## config.mk

```make
export PLATFORM = sky130hd
export DESIGN_NAME = slot_tx_arbiter
export DESIGN_NICKNAME = d
export VERILOG_FILES = /design/src/rtl/sta_pkg.sv /design/src/rtl/sta_pick.sv /design/src/rtl/sta_ctrl.sv /design/src/rtl/sta_dpath.sv /design/src/rtl/slot_tx_arbiter.sv
export SDC_FILE = /design/constraint.sdc
export NUM_CORES = 1
export LEC_CHECK = 0
export BUFFER_PORTS_ARGS = -buffer_cell sky130_fd_sc_hd__buf_4
export CORE_MARGIN = 1.5
export CORE_UTILIZATION = 55
export CTS_CLUSTER_SIZE = 20
export DETAILED_ROUTE_END_ITERATION = 16
export HOLD_SLACK_MARGIN = 0.05
export PLACE_DENSITY = 0.83
export SYNTH_ARGS = -nofsm -noshare
export SYNTH_HDL_FRONTEND = slang
export SYNTH_SLANG_ARGS = --single-unit
```

## constraint.sdc

```tcl
create_clock -name clk -period 3.5 [get_ports clk]
set_input_delay 0.175 -clock clk [delete_from_list [all_inputs] [get_ports clk]]
set_output_delay 0.175 -clock clk [all_outputs]
set_load 0.05 [all_outputs]
```

## src/rtl/sta_pkg.sv

```systemverilog
package sta_pkg;

  typedef enum logic [2:0] {
    OP_IDLE    = 3'd0,
    OP_LOCK    = 3'd1,
    OP_UNLOCK  = 3'd2,
    OP_COMMIT  = 3'd3,
    OP_CLRFULL = 3'd4,
    OP_CONFIG  = 3'd5
  } hostOp_e;

  // Accepted host actions, already gated by buffer state.
  typedef struct packed {
    logic lockGo;
    logic unlockGo;
    logic commitGo;
    logic clrFullGo;
    logic cfgGo;
  } hostStb_t;

endpackage

```

## src/rtl/sta_pick.sv

```systemverilog
module sta_pick #(
  parameter int NUM_BUF = 4,
  parameter int IDX_W   = 2
) (
  input  logic [NUM_BUF-1:0] cand,
  output logic               found,
  output logic [IDX_W-1:0]   pick
);

  // Lowest set bit wins: scan downward so the last hit is the lowest.
  always_comb begin
    found = |cand;
    pick  = '0;
    for (int i = NUM_BUF - 1; i >= 0; i--) begin
      if (cand[i]) pick = IDX_W'(i);
    end
  end

endmodule

```

## src/rtl/sta_ctrl.sv

```systemverilog
module sta_ctrl
  import sta_pkg::*;
#(
  parameter int NUM_BUF = 4,
  parameter int NUM_CH  = 2,
  parameter int IDX_W   = 2
) (
  input  logic [2:0]         hostOp,
  input  logic [IDX_W-1:0]   hostIdx,
  input  logic [NUM_BUF-1:0] lockFlags,
  input  logic [NUM_BUF-1:0] validFlags,
  input  logic [NUM_BUF-1:0] commitFlags,
  input  logic [NUM_CH-1:0]  grantValid,
  input  logic [NUM_CH-1:0]  txDone,
  output hostStb_t           stb,
  output logic [NUM_CH-1:0]  doneGo
);

  logic idxOk;
  logic selLock;
  logic selValid;
  logic selCommit;
  logic pinned;

  assign idxOk = (32'(hostIdx) < NUM_BUF);

  always_comb begin
    selLock   = 1'b0;
    selValid  = 1'b0;
    selCommit = 1'b0;
    for (int i = 0; i < NUM_BUF; i++) begin
      if (hostIdx == IDX_W'(i)) begin
        selLock   = lockFlags[i];
        selValid  = validFlags[i];
        selCommit = commitFlags[i];
      end
    end
  end

  // A committed frame waiting to go out cannot be pulled back by a lock.
  assign pinned = selValid & selCommit;

  always_comb begin
    stb = '0;
    if (idxOk) begin
      unique case (hostOp)
        OP_LOCK:    stb.lockGo    = ~pinned;
        OP_UNLOCK:  stb.unlockGo  = selLock;
        OP_COMMIT:  stb.commitGo  = selLock;
        OP_CLRFULL: stb.clrFullGo = 1'b1;
        OP_CONFIG:  stb.cfgGo     = selLock;
        default:    stb = '0;
      endcase
    end
  end

  // A done only counts when the channel actually holds a grant.
  assign doneGo = txDone & grantValid;

endmodule

```

## src/rtl/sta_dpath.sv

```systemverilog
module sta_dpath
  import sta_pkg::*;
#(
  parameter int NUM_BUF = 4,
  parameter int NUM_CH  = 2,
  parameter int SLOT_W  = 3,
  parameter int CYC_W   = 3,
  parameter int IDX_W   = 2
) (
  input  logic                    clk,
  input  logic                    rstN,
  input  hostStb_t                stb,
  input  logic [IDX_W-1:0]        hostIdx,
  input  logic [SLOT_W-1:0]       cfgSlot,
  input  logic [CYC_W-1:0]        cfgCycBase,
  input  logic [CYC_W-1:0]        cfgCycMask,
  input  logic [NUM_CH-1:0]       cfgChan,
  input  logic                    cfgRepeat,
  input  logic                    slotStart,
  input  logic [SLOT_W-1:0]       slotNum,
  input  logic [CYC_W-1:0]        cycleCnt,
  input  logic [NUM_CH-1:0]       doneGo,
  output logic [NUM_CH-1:0]       grantValid,
  output logic [NUM_CH*IDX_W-1:0] grantIdx,
  output logic [NUM_BUF-1:0]      lockFlags,
  output logic [NUM_BUF-1:0]      commitFlags,
  output logic [NUM_BUF-1:0]      validFlags,
  output logic [NUM_BUF-1:0]      fullFlags
);

  // Per-buffer configuration
  logic [SLOT_W-1:0] slotId  [NUM_BUF];
  logic [CYC_W-1:0]  cycBase [NUM_BUF];
  logic [CYC_W-1:0]  cycMask [NUM_BUF];
  logic [NUM_CH-1:0] chanEn  [NUM_BUF];
  logic [NUM_BUF-1:0] repeatTx;

  // Per-buffer state
  logic [NUM_BUF-1:0] lockQ;
  logic [NUM_BUF-1:0] commitQ;
  logic [NUM_BUF-1:0] validQ;
  logic [NUM_BUF-1:0] fullQ;
  logic [NUM_BUF-1:0] doneHit;
  logic [NUM_BUF-1:0] hostSel;

  always_comb begin
    hostSel = '0;
    for (int i = 0; i < NUM_BUF; i++) begin
      hostSel[i] = (hostIdx == IDX_W'(i));
    end
  end

  // Configuration store, written only through an accepted command.
  always_ff @(posedge clk or negedge rstN) begin
    if (!rstN) begin
      repeatTx <= '0;
      for (int i = 0; i < NUM_BUF; i++) begin
        slotId[i]  <= '0;
        cycBase[i] <= '0;
        cycMask[i] <= '0;
        chanEn[i]  <= '0;
      end
    end else if (stb.cfgGo) begin
      for (int i = 0; i < NUM_BUF; i++) begin
        if (hostSel[i]) begin
          slotId[i]   <= cfgSlot;
          cycBase[i]  <= cfgCycBase;
          cycMask[i]  <= cfgCycMask;
          chanEn[i]   <= cfgChan;
          repeatTx[i] <= cfgRepeat;
        end
      end
    end
  end

  // Buffers hit by a done on any channel.
  always_comb begin
    doneHit = '0;
    for (int c = 0; c < NUM_CH; c++) begin
      for (int i = 0; i < NUM_BUF; i++) begin
        if (doneGo[c] && grantIdx[c*IDX_W +: IDX_W] == IDX_W'(i)) doneHit[i] = 1'b1;
      end
    end
  end

  // State flags: done effects first, host effects after, full set by done kept.
  always_ff @(posedge clk or negedge rstN) begin
    if (!rstN) begin
      lockQ   <= '0;
      commitQ <= '0;
      validQ  <= '0;
      fullQ   <= '0;
    end else begin
      for (int i = 0; i < NUM_BUF; i++) begin
        if (doneHit[i]) begin
          fullQ[i]   <= 1'b1;
          commitQ[i] <= 1'b0;
          if (!repeatTx[i]) validQ[i] <= 1'b0;
        end
        if (hostSel[i]) begin
          if (stb.lockGo) lockQ[i] <= 1'b1;
          if (stb.unlockGo) begin
            lockQ[i] <= 1'b0;
            if (commitQ[i]) validQ[i] <= 1'b1;
          end
          if (stb.commitGo) commitQ[i] <= 1'b1;
          if (stb.clrFullGo && !doneHit[i]) fullQ[i] <= 1'b0;
        end
      end
    end
  end

  // Per-channel candidate search and grant register.
  for (genvar c = 0; c < NUM_CH; c++) begin : g_chan
    logic [NUM_BUF-1:0] cand;
    logic               found;
    logic [IDX_W-1:0]   pick;
    logic               gValid;
    logic [IDX_W-1:0]   gIdx;

    always_comb begin
      for (int i = 0; i < NUM_BUF; i++) begin
        cand[i] = validQ[i] & ~lockQ[i] & chanEn[i][c]
                & (slotId[i] == slotNum)
                & (((cycleCnt ^ cycBase[i]) & cycMask[i]) == '0);
      end
    end

    sta_pick #(.NUM_BUF(NUM_BUF), .IDX_W(IDX_W)) u_pick (
      .cand  (cand),
      .found (found),
      .pick  (pick)
    );

    always_ff @(posedge clk or negedge rstN) begin
      if (!rstN) begin
        gValid <= 1'b0;
        gIdx   <= '0;
      end else if (slotStart) begin
        gValid <= found;
        gIdx   <= pick;
      end else if (doneGo[c]) begin
        gValid <= 1'b0;
      end
    end

    assign grantValid[c]                = gValid;
    assign grantIdx[c*IDX_W +: IDX_W]   = gIdx;
  end

  assign lockFlags   = lockQ;
  assign commitFlags = commitQ;
  assign validFlags  = validQ;
  assign fullFlags   = fullQ;

endmodule

```

## src/rtl/slot_tx_arbiter.sv

```systemverilog
module slot_tx_arbiter
  import sta_pkg::*;
#(
  parameter int NUM_BUF = 4,
  parameter int NUM_CH  = 2,
  parameter int SLOT_W  = 3,
  parameter int CYC_W   = 3,
  localparam int IDX_W  = (NUM_BUF > 1) ? $clog2(NUM_BUF) : 1
) (
  input  logic                    clk,
  input  logic                    rstN,
  input  logic [2:0]              hostOp,
  input  logic [IDX_W-1:0]        hostIdx,
  input  logic [SLOT_W-1:0]       cfgSlot,
  input  logic [CYC_W-1:0]        cfgCycBase,
  input  logic [CYC_W-1:0]        cfgCycMask,
  input  logic [NUM_CH-1:0]       cfgChan,
  input  logic                    cfgRepeat,
  input  logic                    slotStart,
  input  logic [SLOT_W-1:0]       slotNum,
  input  logic [CYC_W-1:0]        cycleCnt,
  input  logic [NUM_CH-1:0]       txDone,
  output logic [NUM_CH-1:0]       grantValid,
  output logic [NUM_CH*IDX_W-1:0] grantIdx,
  output logic [NUM_BUF-1:0]      lockFlags,
  output logic [NUM_BUF-1:0]      commitFlags,
  output logic [NUM_BUF-1:0]      validFlags,
  output logic [NUM_BUF-1:0]      fullFlags
);

  hostStb_t          stb;
  logic [NUM_CH-1:0] doneGo;

  sta_ctrl #(.NUM_BUF(NUM_BUF), .NUM_CH(NUM_CH), .IDX_W(IDX_W)) u_ctrl (
    .hostOp      (hostOp),
    .hostIdx     (hostIdx),
    .lockFlags   (lockFlags),
    .validFlags  (validFlags),
    .commitFlags (commitFlags),
    .grantValid  (grantValid),
    .txDone      (txDone),
    .stb         (stb),
    .doneGo      (doneGo)
  );

  sta_dpath #(
    .NUM_BUF(NUM_BUF), .NUM_CH(NUM_CH), .SLOT_W(SLOT_W), .CYC_W(CYC_W), .IDX_W(IDX_W)
  ) u_dpath (
    .clk         (clk),
    .rstN        (rstN),
    .stb         (stb),
    .hostIdx     (hostIdx),
    .cfgSlot     (cfgSlot),
    .cfgCycBase  (cfgCycBase),
    .cfgCycMask  (cfgCycMask),
    .cfgChan     (cfgChan),
    .cfgRepeat   (cfgRepeat),
    .slotStart   (slotStart),
    .slotNum     (slotNum),
    .cycleCnt    (cycleCnt),
    .doneGo      (doneGo),
    .grantValid  (grantValid),
    .grantIdx    (grantIdx),
    .lockFlags   (lockFlags),
    .commitFlags (commitFlags),
    .validFlags  (validFlags),
    .fullFlags   (fullFlags)
  );

endmodule

```

==> results.cfg <==
[drt]
wl_per_cell_um = 18.1
drt_iter0_markers = 151
detail-route-antenna-nets = 0
drt_wl_total_um = 7100
num_vias = 2252
drc = 0
vias_per_cell = 5.74
first_pass_iteration_count_of_the_detailed_router = 4

[finish]
post_route_cells_drive_above_1_share_pct = 34.4
antenna-diode-count = 0
final_design_area_no_fill_mm2 = 0.00399
area.growth.synth_to_final_pct = 18.7
most-common-layout-cells = dfrtp_1 (70), buf_4 (49), mux2_4 (40), xor2_1 (21), nand2_1 (20)
fin_nets = 340
multi_input_logic_area_mm2 = 0.00151
area.sequential_mm2 = 0.00175
fillerInstances = 446
most_common_cell_after_layout_fill_and_taps_aside = dfrtp_1

[sta]
worst_slew_margin_rel_pct = 42.8
endpoints_failing_hold = 0
final_setup_fails = 0
rsz_0062_raised_after_global_routing = false
drv_slew = 0
fin_crit_ns = 2.25
timing.final.crit_share_pct = 64.2
worst_pin_slew_ns = 0.858
maximum_clock_frequency_mhz = 445
fin_worst_skew_ns = 0.00371
finalWorstSetupSlack_ns = 1.25
timing.hold.ws_ns = 0.0586
setup_total_negative_slack_ns = 0

[setup_path]
max_fanout_on_critical_path = 12
critPathLaunchType = flop
worstSetupEndpointType = flop
cp_num_buf_inv = 0
worst_setup_path_startpoint = u_dpath.lockFlags[3]
crit_type = flop to flop
cp_cell_sequence = mux4_2, and4b_1, nand2_1, mux2_1
cp_data_arrival_time_ns = 2.48
critical-path-top-delay-family = multiplexers
r2r_start = u_dpath.lockFlags[3]
cp_slowest_stage_delay_ns = 0.58
crit_path_top_delay_cell = nand2_1
cp.required_ns = 3.73

[power_and_ir_drop]
ir_drop_uv = 413
power_dens_cells_mw_per_mm2 = 661
leakage_power_of_the_design_nw = 2.02
totalPowerFinal_mw = 2.63

[hold_path]
worst_hold_path_type = input pin to flop
hp-start = slotStart

[global_route]
number_of_global_route_vias_before_repair = 2215
first_pass_grt_wire_length_um = 11300
number_of_antenna_violations_at_the_first_check_in_global_routing = 0
globalRouteOverflowTotal = 0
grt_max_degree = 71
grtUsageTotal_pct = 23.7

[clock_tree]
worst_skew_pair.late_latency_ns = 0.35
cts-hold-fix-buffers = 1
resized_after_cts = 0
cts_tree = built
clock_path_buffers = 2
post-cts-setup-buffer-count = 0
clock-sinks = 70
clk_pin_slew_ns = 0.07
clock_tree.root_cell = clkbuf_8
cts_htree_levels = 3
tritoncts.num_buffers = 9

[synth]
synth_enable_flop_cells = 0
synth_cells = 259
synth.yosys.warnings = 0
postSynthRegisterBits = 70
main_synth_ff_type = dfrtp_1
ys_seq_area_share_pct = 52.1
synth.net_count = 287
synthesis.area_mm2 = 0.00336
asyncSetResetFlopFracSynth_pct = 100
synth_cell_types = 42
syn_area_per_cell_um2 = 13.0

[place]
post-dp-hpwl_um = 4920
dpl_worst_slack_ns = 1.27
globalplace.congestion = 0.882
io_buffer_count = 49
place_area_mm2 = 0.00375

[floorplan]
die_w_um = 81.2
placement_rows = 28
die_h_um = 81.2
core_area_mm2 = 0.00592
boundaryPins = 50
initial_core_util_pct = 56.7
dieArea_mm2 = 0.00659

[run_status]
run_status = completed

[job]
maxCapViolCount = 0
-- final cells by class --
cell class	count	share of cell area (%)
flip-flops and latches	70	43.9
multi-input cells	173	37.9
repair buffers	50	9.48
clock buffers	10	3.45
well taps	75	2.35
clock inverters	6	2.13
inverters	8	0.753
-- Yosys cell counts (all sizes together) (2+ instances only) --
cell type | count | area share (%)
xnor2 | 3 | 0.78
and3 | 2 | 0.37
a222oi | 2 | 0.60
nand2b | 5 | 0.93
dfrtp | 70 | 52
a21boi | 2 | 0.45
nand3b | 2 | 0.45
a22oi | 3 | 0.67
a21oi | 10 | 1.5
o22a | 2 | 0.52
nand3 | 8 | 1.3
o21ai | 11 | 1.6
nor2 | 4 | 0.45
xor2 | 21 | 5.5
buf | 6 | 1.8
clkbuf | 2 | 0.22
nand2 | 20 | 2.2
nor4 | 3 | 0.56
inv | 8 | 0.89
nor2b | 3 | 0.56
a31oi | 4 | 0.74
mux2 | 48 | 21
nand4 | 5 | 0.93
-- metal layers --
layer | vias up | global-route usage (%) | wire, um
li1 | 1040 | - | -
met1 | 1123 | 33.6 | 3240
met5 | - | 0 | 0
met2 | 73 | 35.5 | 3370
met4 | 0 | 10.2 | 161
met3 | 16 | 4.83 | 323
-- cell families after synthesis --
group,share of synthesized area (%)
flip-flops,52.1
AO/OA/AOI/OAI,8.86
AND/OR/NAND/NOR,8.60
multiplexers,21.2
buffers and inverters,2.90
XOR/XNOR,6.26
-- sequential cells by signal, summed over array words and instances, names as in the netlist --
register / flops
u_dpath.chanEn: 8
u_dpath.fullFlags: 4
u_dpath.commitFlags: 4
u_dpath.cycMask: 12
u_dpath.lockFlags: 4
u_dpath.validFlags: 4
u_dpath.g_chan.gIdx: 4
u_dpath.g_chan.gValid: 2
u_dpath.repeatTx: 4
u_dpath.cycBase: 12
u_dpath.slotId: 12
-- path summary, 6_finish.rpt --
path                                        endpoint  slack, ns  depth (start not counted)
setup reg to reg                  u_dpath.slotId[11]       1.25                          4
min in group asynchronous          u_dpath.chanEn[0]       0.47                          2
hold / removal             u_dpath.g_chan[1].gIdx[1]       0.06                          2
max in group asynchronous        u_dpath.cycBase[10]       2.47                          2
hold reg to reg                    u_dpath.chanEn[5]       0.50                          1
setup / recovery                  u_dpath.slotId[11]       1.25                          4
-- power by group --
| part | switching, mW | internal [mW] |
|---|---|---|
| logic | 0.362 | 0.362 |
| registers | 0.162 | 1.02 |
| clock network | 0.313 | 0.418 |
-- stage by stage --
step                      util, %  std cells
after floorplan                 -        259
after global placement       63.4        375
after detailed placement     63.4        375
after CTS                    67.3        392
after global routing         67.3        392
final                        67.3        392
(Power assumes the default switching activity.)
